===== src/rtl/ctr_bank_pkg.sv =====
package ctr_bank_pkg;

  localparam int CNT_W   = 32;
  localparam int BYTE_W  = 8;
  localparam int LANES   = CNT_W / BYTE_W;
  localparam int LANE_W  = $clog2(LANES);

  typedef logic [CNT_W-1:0]  cnt_t;
  typedef logic [BYTE_W-1:0] byte_t;

  // Next value of one counter: clear wins, then enable, else hold.
  function automatic cnt_t cnt_next(input cnt_t cur, input logic en, input logic clr);
    if (clr)      return '0;
    else if (en)  return cur + cnt_t'(1);
    else          return cur;
  endfunction

  // Byte selected by a lane number, lane 0 = least significant.
  function automatic byte_t lane_byte(input cnt_t word, input logic [LANE_W-1:0] lane);
    return word[BYTE_W*int'(lane) +: BYTE_W];
  endfunction

endpackage


===== src/rtl/ctr_sync.sv =====
module ctr_sync #(
  parameter int   STAGES  = 2,
  parameter logic RST_VAL = 1'b1
) (
  input  logic clk,
  input  logic rst_n,
  input  logic d,
  output logic q
);

  logic [STAGES-1:0] chain_q;

  always_ff @(posedge clk) begin
    if (!rst_n) chain_q <= {STAGES{RST_VAL}};
    else        chain_q <= {chain_q[STAGES-2:0], d};
  end

  assign q = chain_q[STAGES-1];

endmodule


===== src/rtl/ctr_cell.sv =====
module ctr_cell
  import ctr_bank_pkg::*;
(
  input  logic clk,
  input  logic rst_n,
  input  logic clr,
  input  logic en,
  output cnt_t value
);

  cnt_t val_q;

  always_ff @(posedge clk) begin
    if (!rst_n) val_q <= '0;
    else        val_q <= cnt_next(val_q, en, clr);
  end

  assign value = val_q;

endmodule


===== src/rtl/ctr_capture.sv =====
module ctr_capture
  import ctr_bank_pkg::*;
#(
  parameter int NUM_CTR  = 10,
  parameter int IDX_W    = 4,
  parameter bit SNAPSHOT = 1'b1,
  localparam int HOLD_W  = SNAPSHOT ? CNT_W : BYTE_W
) (
  input  logic                   clk,
  input  logic                   rst_n,
  input  logic                   start,
  input  logic [IDX_W-1:0]       idx,
  input  logic [LANE_W-1:0]      lane,
  input  logic [NUM_CTR*CNT_W-1:0] cnt_flat,
  output logic [HOLD_W-1:0]      hold,
  output byte_t                  rd_data
);

  cnt_t live_sel;

  // Addressed live counter; indexes past the bank give zero.
  always_comb begin
    live_sel = '0;
    for (int i = 0; i < NUM_CTR; i++) begin
      if (idx == IDX_W'(i)) live_sel = cnt_flat[i*CNT_W +: CNT_W];
    end
  end

  logic [HOLD_W-1:0] hold_q;

  generate
    if (SNAPSHOT) begin : g_snap
      always_ff @(posedge clk) begin
        if (!rst_n)                          hold_q <= '0;
        else if (start && lane == '0)        hold_q <= live_sel;
      end
      assign rd_data = lane_byte(hold_q, lane);
    end else begin : g_skew
      always_ff @(posedge clk) begin
        if (!rst_n)      hold_q <= '0;
        else if (start)  hold_q <= lane_byte(live_sel, lane);
      end
      assign rd_data = hold_q;
    end
  endgenerate

  assign hold = hold_q;

endmodule


===== src/rtl/ctr_bank.sv =====
module ctr_bank
  import ctr_bank_pkg::*;
#(
  parameter int NUM_CTR  = 10,
  parameter int IDX_W    = 4,
  parameter bit SNAPSHOT = 1'b1,
  localparam int HOLD_W  = SNAPSHOT ? CNT_W : BYTE_W
) (
  input  logic               clk,
  input  logic               rst_n,
  input  logic               clr,
  input  logic [NUM_CTR-1:0] cnt_en,
  input  logic               rd_n,
  input  logic [IDX_W-1:0]   addr_idx,
  input  logic [1:0]         addr_lane,
  output logic [7:0]         rd_data
);

  // Strobe crossing: two stages, then a falling-edge detector.
  logic rd_sync;
  logic rd_prev_q;
  logic rd_start;

  ctr_sync #(.STAGES(2), .RST_VAL(1'b1)) u_sync (
    .clk   (clk),
    .rst_n (rst_n),
    .d     (rd_n),
    .q     (rd_sync)
  );

  always_ff @(posedge clk) begin
    if (!rst_n) rd_prev_q <= 1'b1;
    else        rd_prev_q <= rd_sync;
  end

  assign rd_start = rd_prev_q & ~rd_sync;

  // Counter bank.
  logic [NUM_CTR*CNT_W-1:0] cnt_flat;

  generate
    for (genvar g = 0; g < NUM_CTR; g++) begin : g_ctr
      ctr_cell u_cell (
        .clk   (clk),
        .rst_n (rst_n),
        .clr   (clr),
        .en    (cnt_en[g]),
        .value (cnt_flat[g*CNT_W +: CNT_W])
      );
    end
  endgenerate

  // Capture path.
  logic [HOLD_W-1:0] hold_val;

  ctr_capture #(.NUM_CTR(NUM_CTR), .IDX_W(IDX_W), .SNAPSHOT(SNAPSHOT)) u_cap (
    .clk      (clk),
    .rst_n    (rst_n),
    .start    (rd_start),
    .idx      (addr_idx),
    .lane     (addr_lane),
    .cnt_flat (cnt_flat),
    .hold     (hold_val),
    .rd_data  (rd_data)
  );

endmodule


===== config.mk =====
export PLATFORM = sky130hd
export DESIGN_NAME = ctr_bank
export DESIGN_NICKNAME = d
export VERILOG_FILES = /design/src/rtl/ctr_bank_pkg.sv /design/src/rtl/ctr_sync.sv /design/src/rtl/ctr_cell.sv /design/src/rtl/ctr_capture.sv /design/src/rtl/ctr_bank.sv
export SDC_FILE = /design/constraint.sdc
export NUM_CORES = 1
export LEC_CHECK = 0
export BUFFER_PORTS_ARGS = -buffer_cell sky130_fd_sc_hd__buf_4
export CAP_MARGIN = 25
export CORE_ASPECT_RATIO = 2
export CORE_MARGIN = 8
export CORE_UTILIZATION = 58
export DETAILED_ROUTE_END_ITERATION = 10
export PLACE_DENSITY = 0.86
export SYNTH_ARGS = -nofsm -noshare
export SYNTH_HDL_FRONTEND = slang
export SYNTH_SLANG_ARGS = --single-unit

===== constraint.sdc =====
create_clock -name clk -period 2 [get_ports clk]
set_input_delay 0.3 -clock clk [delete_from_list [all_inputs] [get_ports clk]]
set_output_delay 0.3 -clock clk [all_outputs]
set_load 0.005 [all_outputs]

Word level (Yosys, flattened, before mapping)
Index checks and enable logic that the tools add are counted.

Bits in writable memories: 0. Memory bits (read-only): 0. Bits in latches: 0. Memories kept: 0. Register bits: 355.

Magnitude comparators: 0. Shift-type cells: 1. Bitwise gates (word level): 3. Divide/modulo/power cells: 0. Eq/ne operators: 9. Multipliers: 0. Add/subtract/negate cells: 10. Reduce and logical (&&, ||, !) cells: 4. Multiplexer cells: 10.

Operator list (number): $add 32x1->32 const B (10); $mux 32 (10); $shiftx 32x6->8 (1); $eq 4x3->1 const B (4); $eq 4x2->1 const B (2); $eq 4x4->1 const B (2); $eq 4x1->1 const B (1); $logic_not 4->1 (1); $logic_not 2->1 (1); $not 1->1 (2); $reduce_or 2->1 (1); $and 1x1->1 (1); $logic_and 1x1->1 (1).

Longest topological paths before layout
Gate-level depths: netlist of run 1.

Depth in word-level cells: 11. Gate-level depth with buffers: 8. Gate-level depth less buffers: 5.

Hierarchy
A second synthesis of run 1 with hierarchy kept.

Cells, all modules: 2288. Area total of the unflattened synthesis: 19602.6 um2.

By module, submodules not included: ctr_cell (cells an instance 178, sequential area each 640.6 um2, times used 10, area an instance 1552.7 um2); ctr_capture (cells an instance 501, sequential area each 640.6 um2, times used 1, area an instance 3990.1 um2); ctr_sync (cells an instance 4, sequential area each 40.0 um2, times used 1, area an instance 52.6 um2); ctr_bank (cells an instance 3, sequential area each 20.0 um2, times used 1, area an instance 32.5 um2).

Worst setup path before layout of run 1
No wires, ideal clock.

Kind: flip-flop to flip-flop. Start point: reg g_ctr[1].u_cell.val_q[0]. End point: reg g_ctr[1].u_cell.val_q[26]. Setup time: 70 ps. Slack: 25 ps. Cell stages (with the launch flop): 7. Data arrival time: 1905 ps. Clock period less this slack: 1975 ps. Path through: dfxtp_1 -> ha_1 -> nand3_1 -> or4_1 -> clkbuf_1 -> or4_1 -> a21oi_1.

Cells in the longest elaborated chain, start to end: 1.

RTL lines: from (decl) (RTL line ctr_cell.sv:11) `cnt_t val_q;`; from (signal assigned) (RTL line ctr_cell.sv:15) `else val_q <= cnt_next(val_q, en, clr);`; $add 32x1->32 (RTL line ctr_bank_pkg.sv:14) `else if (en) return cur + cnt_t'(1);`.

Every way passes these cells. A chain may end at the register's enable or synchronous reset.

Worst setup path in the final report of run 1
Start point: reg g_ctr[2].u_cell.val_q[0]. End point: reg g_ctr[2].u_cell.val_q[22].

Cells in the longest elaborated chain, start to end: 1.

RTL lines (RTL line): from (decl) (ctr_cell.sv:11); from (signal assigned) (ctr_cell.sv:15); $add 32x1->32 (ctr_bank_pkg.sv:14).

Every way passes these cells.

==> results.sh, run 1 <==
export IMPL_synthFlopType="dfxtp_1"
export IMPL_status="finished with violations"
export IMPL_finalNonFillerCells=3080
export IMPL_core_area_um2=34200
export IMPL_chipWidth_um=148
export IMPL_fin_crit_ns=2.03
export IMPL_cts_root_buf="clkbuf_16"
export IMPL_clk_pin_slew_worst_paths_ns=0.06
export IMPL_wirelength_um=82600
export IMPL_place_port_buffers=27
export IMPL_wl_met3_um=6800
export IMPL_clk_latency_ns=0.55
export IMPL_worst_pin_slew_ns=0.703
export IMPL_drtAntennaViolNets=0
export IMPL_drc_errors=0
export IMPL_postSynthCellCount=2439
export IMPL_p_leak_nw=7.91
export IMPL_dieArea_um2=41200
export IMPL_wl_per_cell_um=26.8
export IMPL_ir_drop_v=0.000738
export IMPL_ios=28
export IMPL_critPathArrivalTime_ns=2.49
export IMPL_viasPerCell=7.01
export IMPL_final_hold_violation_count=0
export IMPL_cp_data_required_time_ns=2.46
export IMPL_yosysSeqAreaShare=0.353
export IMPL_rsz0062_at_grt="true"
export IMPL_syn_area_per_cell_um2=8.24
export IMPL_grt_ovfl_total=0
export IMPL_layout_nets=2642
export IMPL_mappedNetlistNets=2469
export IMPL_initial_utilization=0.587
export IMPL_synth_area_um2=20100
export IMPL_cts_tree="built"
export IMPL_grt_first_pass_wirelength_um=123000
export IMPL_setup_violations_final=7
export IMPL_drv_cap=0
export IMPL_layout_drive_gt1_share=0.184
export IMPL_grt_usage=0.391
export IMPL_skew_ns=0.0242
export IMPL_worst_slack_ns=-0.0318
export IMPL_cts_buffers=35
export IMPL_areaGrowthSynthToFinish_pct=19.5
export IMPL_clock_path_buffers=3
export IMPL_wl_met2_um=39800
export IMPL_slowest_delay_ns=0.51
export IMPL_maxSlewHeadroom=0.526
export IMPL_power_density_nw_per_um2=630
export IMPL_placed_cells=3005
export IMPL_cpMaxStageDelayCell="or4_4"
export IMPL_whs_ns=0.0574
export IMPL_critPathKind="flip-flop to flip-flop"
export IMPL_wl_met1_um=25900
export IMPL_hold_path_class="input port to flip-flop"
export IMPL_fp_dieH_um=279
export IMPL_violations="setup timing"
export IMPL_synth_enable_flop_cells=0
export IMPL_slew_violations=0
export IMPL_grt_pass1_vias=20700
export IMPL_h_tree_depth=2
export IMPL_endpoint_kind="flip-flop"
export IMPL_crit_fanout=13
export IMPL_yosysUniqueCellTypes=77
export IMPL_gp_congestion=1.09
export IMPL_clock_sinks=355
export IMPL_drtIter0Drc=2357
export IMPL_via_count=21600
export IMPL_max_freq_mhz=492
export IMPL_startpoint_type="flip-flop"
export IMPL_path_cells="ha_2 -> nand4_1 -> or4_4 -> buf_4 -> nor4_2 -> mux2i_1"
export IMPL_hold_buffers=0
export IMPL_period_share=1.02
export IMPL_place_hpwl_um=59800
export IMPL_synthArstFlopShare=0
export IMPL_dr_pass1_iters=8
export IMPL_fp_row_count=96
export IMPL_yosys_warnings=0
export IMPL_grt_max_degree=71
export IMPL_setup_tns_ns=-0.113
export IMPL_ys_ff_latch=355
export IMPL_pre_cts_ws_ns=-0.164
export IMPL_antenna_found_initial=6
export IMPL_dpl_instance_area_um2=22600
export IMPL_fin_area_um2=24000
export IMPL_routed_top_layer="met5"
-- sequential cells by signal, indices dropped and copies added, names as in the netlist --
signal and count:
u_sync.chain_q 2, rd_prev_q 1, g_ctr.u_cell.value 320, u_cap.hold 32
-- cell type report --
type / count / area [µm²]
multi-input combinational: 1805 / 12100
fill: 2677 / 10200
sequential: 355 / 7130
timing repair buffer: 331 / 2760
clock buffer: 50 / 1010
tap: 441 / 552
inverter: 84 / 315
clock inverter: 10 / 136
antenna: 4 / 10.0
-- cell usage after synthesis (6+ instances only) --
cell / count / area share
nor4bb_1: 16 / 0.0080
nor3_1: 24 / 0.0060
o211ai_1: 25 / 0.0093
or3b_2: 18 / 0.0078
o41ai_1: 48 / 0.021
clkbuf_1: 151 / 0.028
and3_1: 33 / 0.010
buf_1: 14 / 0.0026
or4_1: 61 / 0.023
dfxtp_1: 355 / 0.35
nor4b_1: 6 / 0.0026
xnor2_1: 51 / 0.022
a211oi_1: 36 / 0.013
buf_2: 27 / 0.0067
a21oi_1: 172 / 0.043
and4_1: 43 / 0.019
mux2i_1: 38 / 0.019
o2bb2ai_1: 6 / 0.0026
o21ai_0: 132 / 0.033
nand3b_1: 22 / 0.0082
nand2_1: 173 / 0.032
nor2b_1: 21 / 0.0065
inv_1: 84 / 0.016
a32o_1: 34 / 0.017
nor4_1: 35 / 0.011
mux2_2: 8 / 0.0045
a22oi_1: 7 / 0.0026
nand3_1: 84 / 0.021
o31ai_1: 51 / 0.019
nand4_1: 82 / 0.026
nand2b_1: 62 / 0.019
mux4_2: 8 / 0.0090
o311ai_0: 53 / 0.023
o32a_1: 15 / 0.0075
a21boi_0: 9 / 0.0034
and3b_1: 23 / 0.010
xor2_1: 56 / 0.024
ha_1: 10 / 0.0062
and4b_1: 10 / 0.0050
or3_1: 83 / 0.026
nor2_1: 148 / 0.028
and2_1: 20 / 0.0062
-- metal layers --
metal,vias up,global-route usage
met5,-,0
met4,2,0.383
met3,484,0.0836
met2,1291,0.673
met1,10200,0.377
li1,9597,-
-- worst paths after layout --
kind,startpoint,to,cells past startpoint,slack (ns)
worst min-delay path,rd_n,u_sync.chain_q[0],2,0.06
worst max-delay path,g_ctr[2].u_cell.value[0],g_ctr[2].u_cell.value[22],6,-0.03
worst min register to register,u_sync.chain_q[0],u_sync.chain_q[1],1,0.41
worst max register to register,g_ctr[2].u_cell.value[0],g_ctr[2].u_cell.value[22],6,-0.03
-- power breakdown --
part	internal, mW	switching (mW)
Clock	3.92	2.96
Sequential	7.09	0.0243
Combinational	0.441	0.705
-- logic make-up after synthesis --
group / after synthesis / synth area share
buf+inv: 280 / 0.0548
mux: 54 / 0.0324
fa+ha+maj: 10 / 0.00622
flops: 355 / 0.353
xor+xnor: 107 / 0.0466
simple gates: 987 / 0.287
compound gates: 646 / 0.219
-- placed cells by master, fill, tap and decap left out, types with 16 or more instances in the layout --
master and n:
nand4_1 82, mux2i_1 38, clkbuf_16 35, o41ai_1 48
inv_1 84, or3b_2 18, xnor2_1 51, and3b_1 23
o21ai_0 132, a21oi_1 166, and4_1 43, dfxtp_1 342
and2_1 20, nand2_1 172, or4_1 56, nand3_1 83
buf_12 22, a211oi_1 35, nor2b_1 20, and3_1 33
nand2b_1 61, or3_1 81, o211ai_1 25, o31ai_1 44
nor4bb_1 16, o311ai_0 45, nand3b_1 22, xor2_1 56
buf_4 305, a32o_1 34, nor2_1 148, nor4_1 31
nor3_1 24
-- stage by stage --
stage	power (mW)	utilization
after floorplan	7.87	-
after global placement	8.34	0.660
after detailed placement	8.36	0.660
after CTS	15.1	0.696
after global routing	15.5	0.702
final	15.1	0.702
-- worst max-delay path, delay by kind of cell, from the launching register on --
family	cells	cell delay, ns
mux	1	0.26
simple gates	3	0.90
flops	1	0.36
fa+ha+maj	1	0.22
buf+inv	1	0.21
-- what timing repair did --
item | CTS | global route
pin swaps | 4 | 13
gates cloned | 2 | 1
endpoints found under the setup margin | 18 | 55
resized for setup | 19 | 42
hold endpoints to repair | 0 | 0
setup buffers | 2 | 6
(Power assumes the default switching activity.)
==> run 2, diff against run 1 <==
--- a/config.mk
+++ b/config.mk
@@ -11,7 +11,7 @@
 export CORE_MARGIN = 8
 export CORE_UTILIZATION = 58
 export DETAILED_ROUTE_END_ITERATION = 10
-export PLACE_DENSITY = 0.86
+export PLACE_DENSITY = 0.73
 export SYNTH_ARGS = -nofsm -noshare
 export SYNTH_HDL_FRONTEND = slang
 export SYNTH_SLANG_ARGS = --single-unit
==> run 2 against run 1 <==
  * The run now ends clean
  * Critical endpoint is now g_ctr[1].u_cell.value[30]
  * Sequential power about the same
  * Utilization decreased by 0.22 points
  * Hold slack got worse by 0.00051 ns
  * Clock power increased by 4.5%
  * Final cell count decreased by 0.29%
  * Setup slack improved by 0.047 ns
  * Combinational power decreased by 5%
==> results.sh, run 2 (same netlist as run 1, synthesis figures left out) <==
export IMPL_status="completed"
export IMPL_dr_pass1_iters=9
export IMPL_fin_crit_ns=1.99
export IMPL_ir_drop_v=0.000838
export IMPL_whs_ns=0.0569
export IMPL_via_count=20900
export IMPL_finalPower_mw=15.4
export IMPL_clk_latency_ns=0.55
export IMPL_wirelength_um=77500
export IMPL_power_report_internal_total_mw=11.7
export IMPL_drv_cap=0
export IMPL_switching_share=0.240
export IMPL_grt_pass1_vias=20200
export IMPL_gp_congestion=1.00
export IMPL_core_area_um2=34200
export IMPL_clock_sinks=355
export IMPL_placed_cells=3002
export IMPL_crit_fanout=10
export IMPL_wl_per_cell_um=25.2
export IMPL_layout_commonest_cell="dfxtp_1"
export IMPL_chipWidth_um=148
export IMPL_slowest_delay_ns=0.57
export IMPL_power_density_nw_per_um2=643
export IMPL_cts_tree="built"
export IMPL_startpoint_type="flip-flop"
export IMPL_clk_pin_slew_worst_paths_ns=0.07
export IMPL_drtIter0Drc=1595
export IMPL_dieArea_um2=41200
export IMPL_slew_violations=0
export IMPL_drtAntennaViolNets=0
export IMPL_cts_buffers=35
export IMPL_period_share=0.993
export IMPL_antenna_found_initial=0
export IMPL_endpoint_kind="flip-flop"
export IMPL_combPwrFrac=0.071
export IMPL_grt_usage=0.367
export IMPL_worst_pin_slew_ns=0.933
export IMPL_h_tree_depth=2
export IMPL_pwr_share_clk=0.467
export IMPL_switchingPower_mw=3.70
export IMPL_p_leak_nw=7.91
export IMPL_critPathKind="flip-flop to flip-flop"
export IMPL_cpMaxStageDelayCell="or4_4"
export IMPL_max_freq_mhz=504
export IMPL_path_cells="ha_4 -> nand3_2 -> or4_4 -> buf_4 -> buf_2 -> o31ai_1 -> a21oi_2"
export IMPL_finalNonFillerCells=3071
export IMPL_clock_path_buffers=3
export IMPL_fillCellCount=2804
export IMPL_initial_utilization=0.587
export IMPL_dpl_instance_area_um2=22500
export IMPL_grt_first_pass_wirelength_um=117000
export IMPL_p_seq_frac=0.462
export IMPL_cp_data_required_time_ns=2.42
export IMPL_viasPerCell=6.80
export IMPL_drc_errors=0
export IMPL_critPathArrivalTime_ns=2.40
export IMPL_skew_ns=0.0131
export IMPL_grt_max_degree=80
export IMPL_ios=28
export IMPL_holdPathStages=3
export IMPL_place_hpwl_um=57900
export IMPL_maxSlewHeadroom=0.378
export IMPL_hold_path_class="input port to flip-flop"
export IMPL_cts_root_buf="clkbuf_16"
export IMPL_areaGrowthSynthToFinish_pct=19.1
export IMPL_layout_drive_gt1_share=0.178
export IMPL_largest_reg_flops=320
export IMPL_place_port_buffers=27
export IMPL_fin_area_um2=24000
export IMPL_fp_row_count=96
export IMPL_setup_violations_final=0
export IMPL_final_cell_mix="dfxtp_1, buf_4, nand2_1"
export IMPL_layout_nets=2635
export IMPL_grt_ovfl_total=0
export IMPL_r2r_cells=7
export IMPL_fp_dieH_um=279
export IMPL_final_hold_violation_count=0
export IMPL_antenna_cells=0
==> run 2: cell types whose count changed in the layout (fill, tap and decap cells not counted), sizes merged <==
cell,change
clkinvlp,-1
clkinv,+4
bufinv,+1
or4,-1
dlygate4sd3,+1
buf,-7
clkbuf,-2
diode,-4
==> run 2: metal layers <==
| metal | global-route usage | routed length (µm) | up-vias |
|---|---|---|---|
| met3 | 0.0672 | 5090 | 346 |
| met5 | 0 | 0 | - |
| met4 | 0.334 | 8050 | 0 |
| met1 | 0.352 | 25300 | 10000 |
| met2 | 0.655 | 39000 | 918 |
| li1 | - | - | 9591 |
==> run 2: per-stage QoR <==
step / setup slack [ns] / TNS [ns] / utilization
6_report: 0.0149 / 0 / 0.700
3_3_place_gp: -0.0317 / -0.209 / 0.658
4_1_cts: 0.00834 / 0 / 0.695
5_1_grt: -0.0236 / -0.0901 / 0.700
2_1_floorplan: 0.0250 / 0 / -
3_5_place_dp: -0.132 / -0.804 / 0.658
==> run 2: timing repair <==
action	4_1_cts	5_1_grt
cloned	1	1
endpoints found under the hold margin	1	0
endpoints found under the setup margin	4	64
buffers inserted	0	4
hold buffers	1	0
pin swaps	1	15
gates resized for setup	9	43
==> run 2: power groups by stage <==
stage | clock [mW] | sequential (mW) | combinational, mW
floorplan | 0 | 7.27 | 0.593
global placement | 0 | 7.28 | 1.02
detailed placement | 0 | 7.28 | 1.04
CTS | 7.24 | 7.12 | 1.04
global route | 7.51 | 7.12 | 1.14
finish | 7.19 | 7.12 | 1.09
==> run 2: cell type report <==
class | count | area [µm²] | area share
repair buffers | 325 | 2670 | 0.112
flip-flops and latches | 355 | 7120 | 0.297
inverters | 84 | 315 | 0.0132
well taps | 441 | 552 | 0.0230
clock inverters | 14 | 186 | 0.00778
clock buffers | 48 | 1050 | 0.0437
multi-input cells | 1804 | 12100 | 0.503
==> run 2: path summary, 6_finish.rpt <==
| check | startpoint | endpoint | slack [ns] |
|---|---|---|---|
| max | g_ctr[1].u_cell.value[1] | g_ctr[1].u_cell.value[30] | 0.01 |
| min | cnt_en[9] | g_ctr[9].u_cell.value[1] | 0.06 |
| max reg2reg | g_ctr[1].u_cell.value[1] | g_ctr[1].u_cell.value[30] | 0.01 |
| min reg2reg | u_sync.chain_q[0] | u_sync.chain_q[1] | 0.41 |
==> run 2: worst max-delay path: cells and delay by family (launching register included) <==
kind	cells	cell delay (ns)
AO/OA/AOI/OAI	2	0.38
adder cells (fa/ha/maj)	1	0.14
buffers and inverters	2	0.34
flip-flops	1	0.35
AND/OR/NAND/NOR	2	0.64
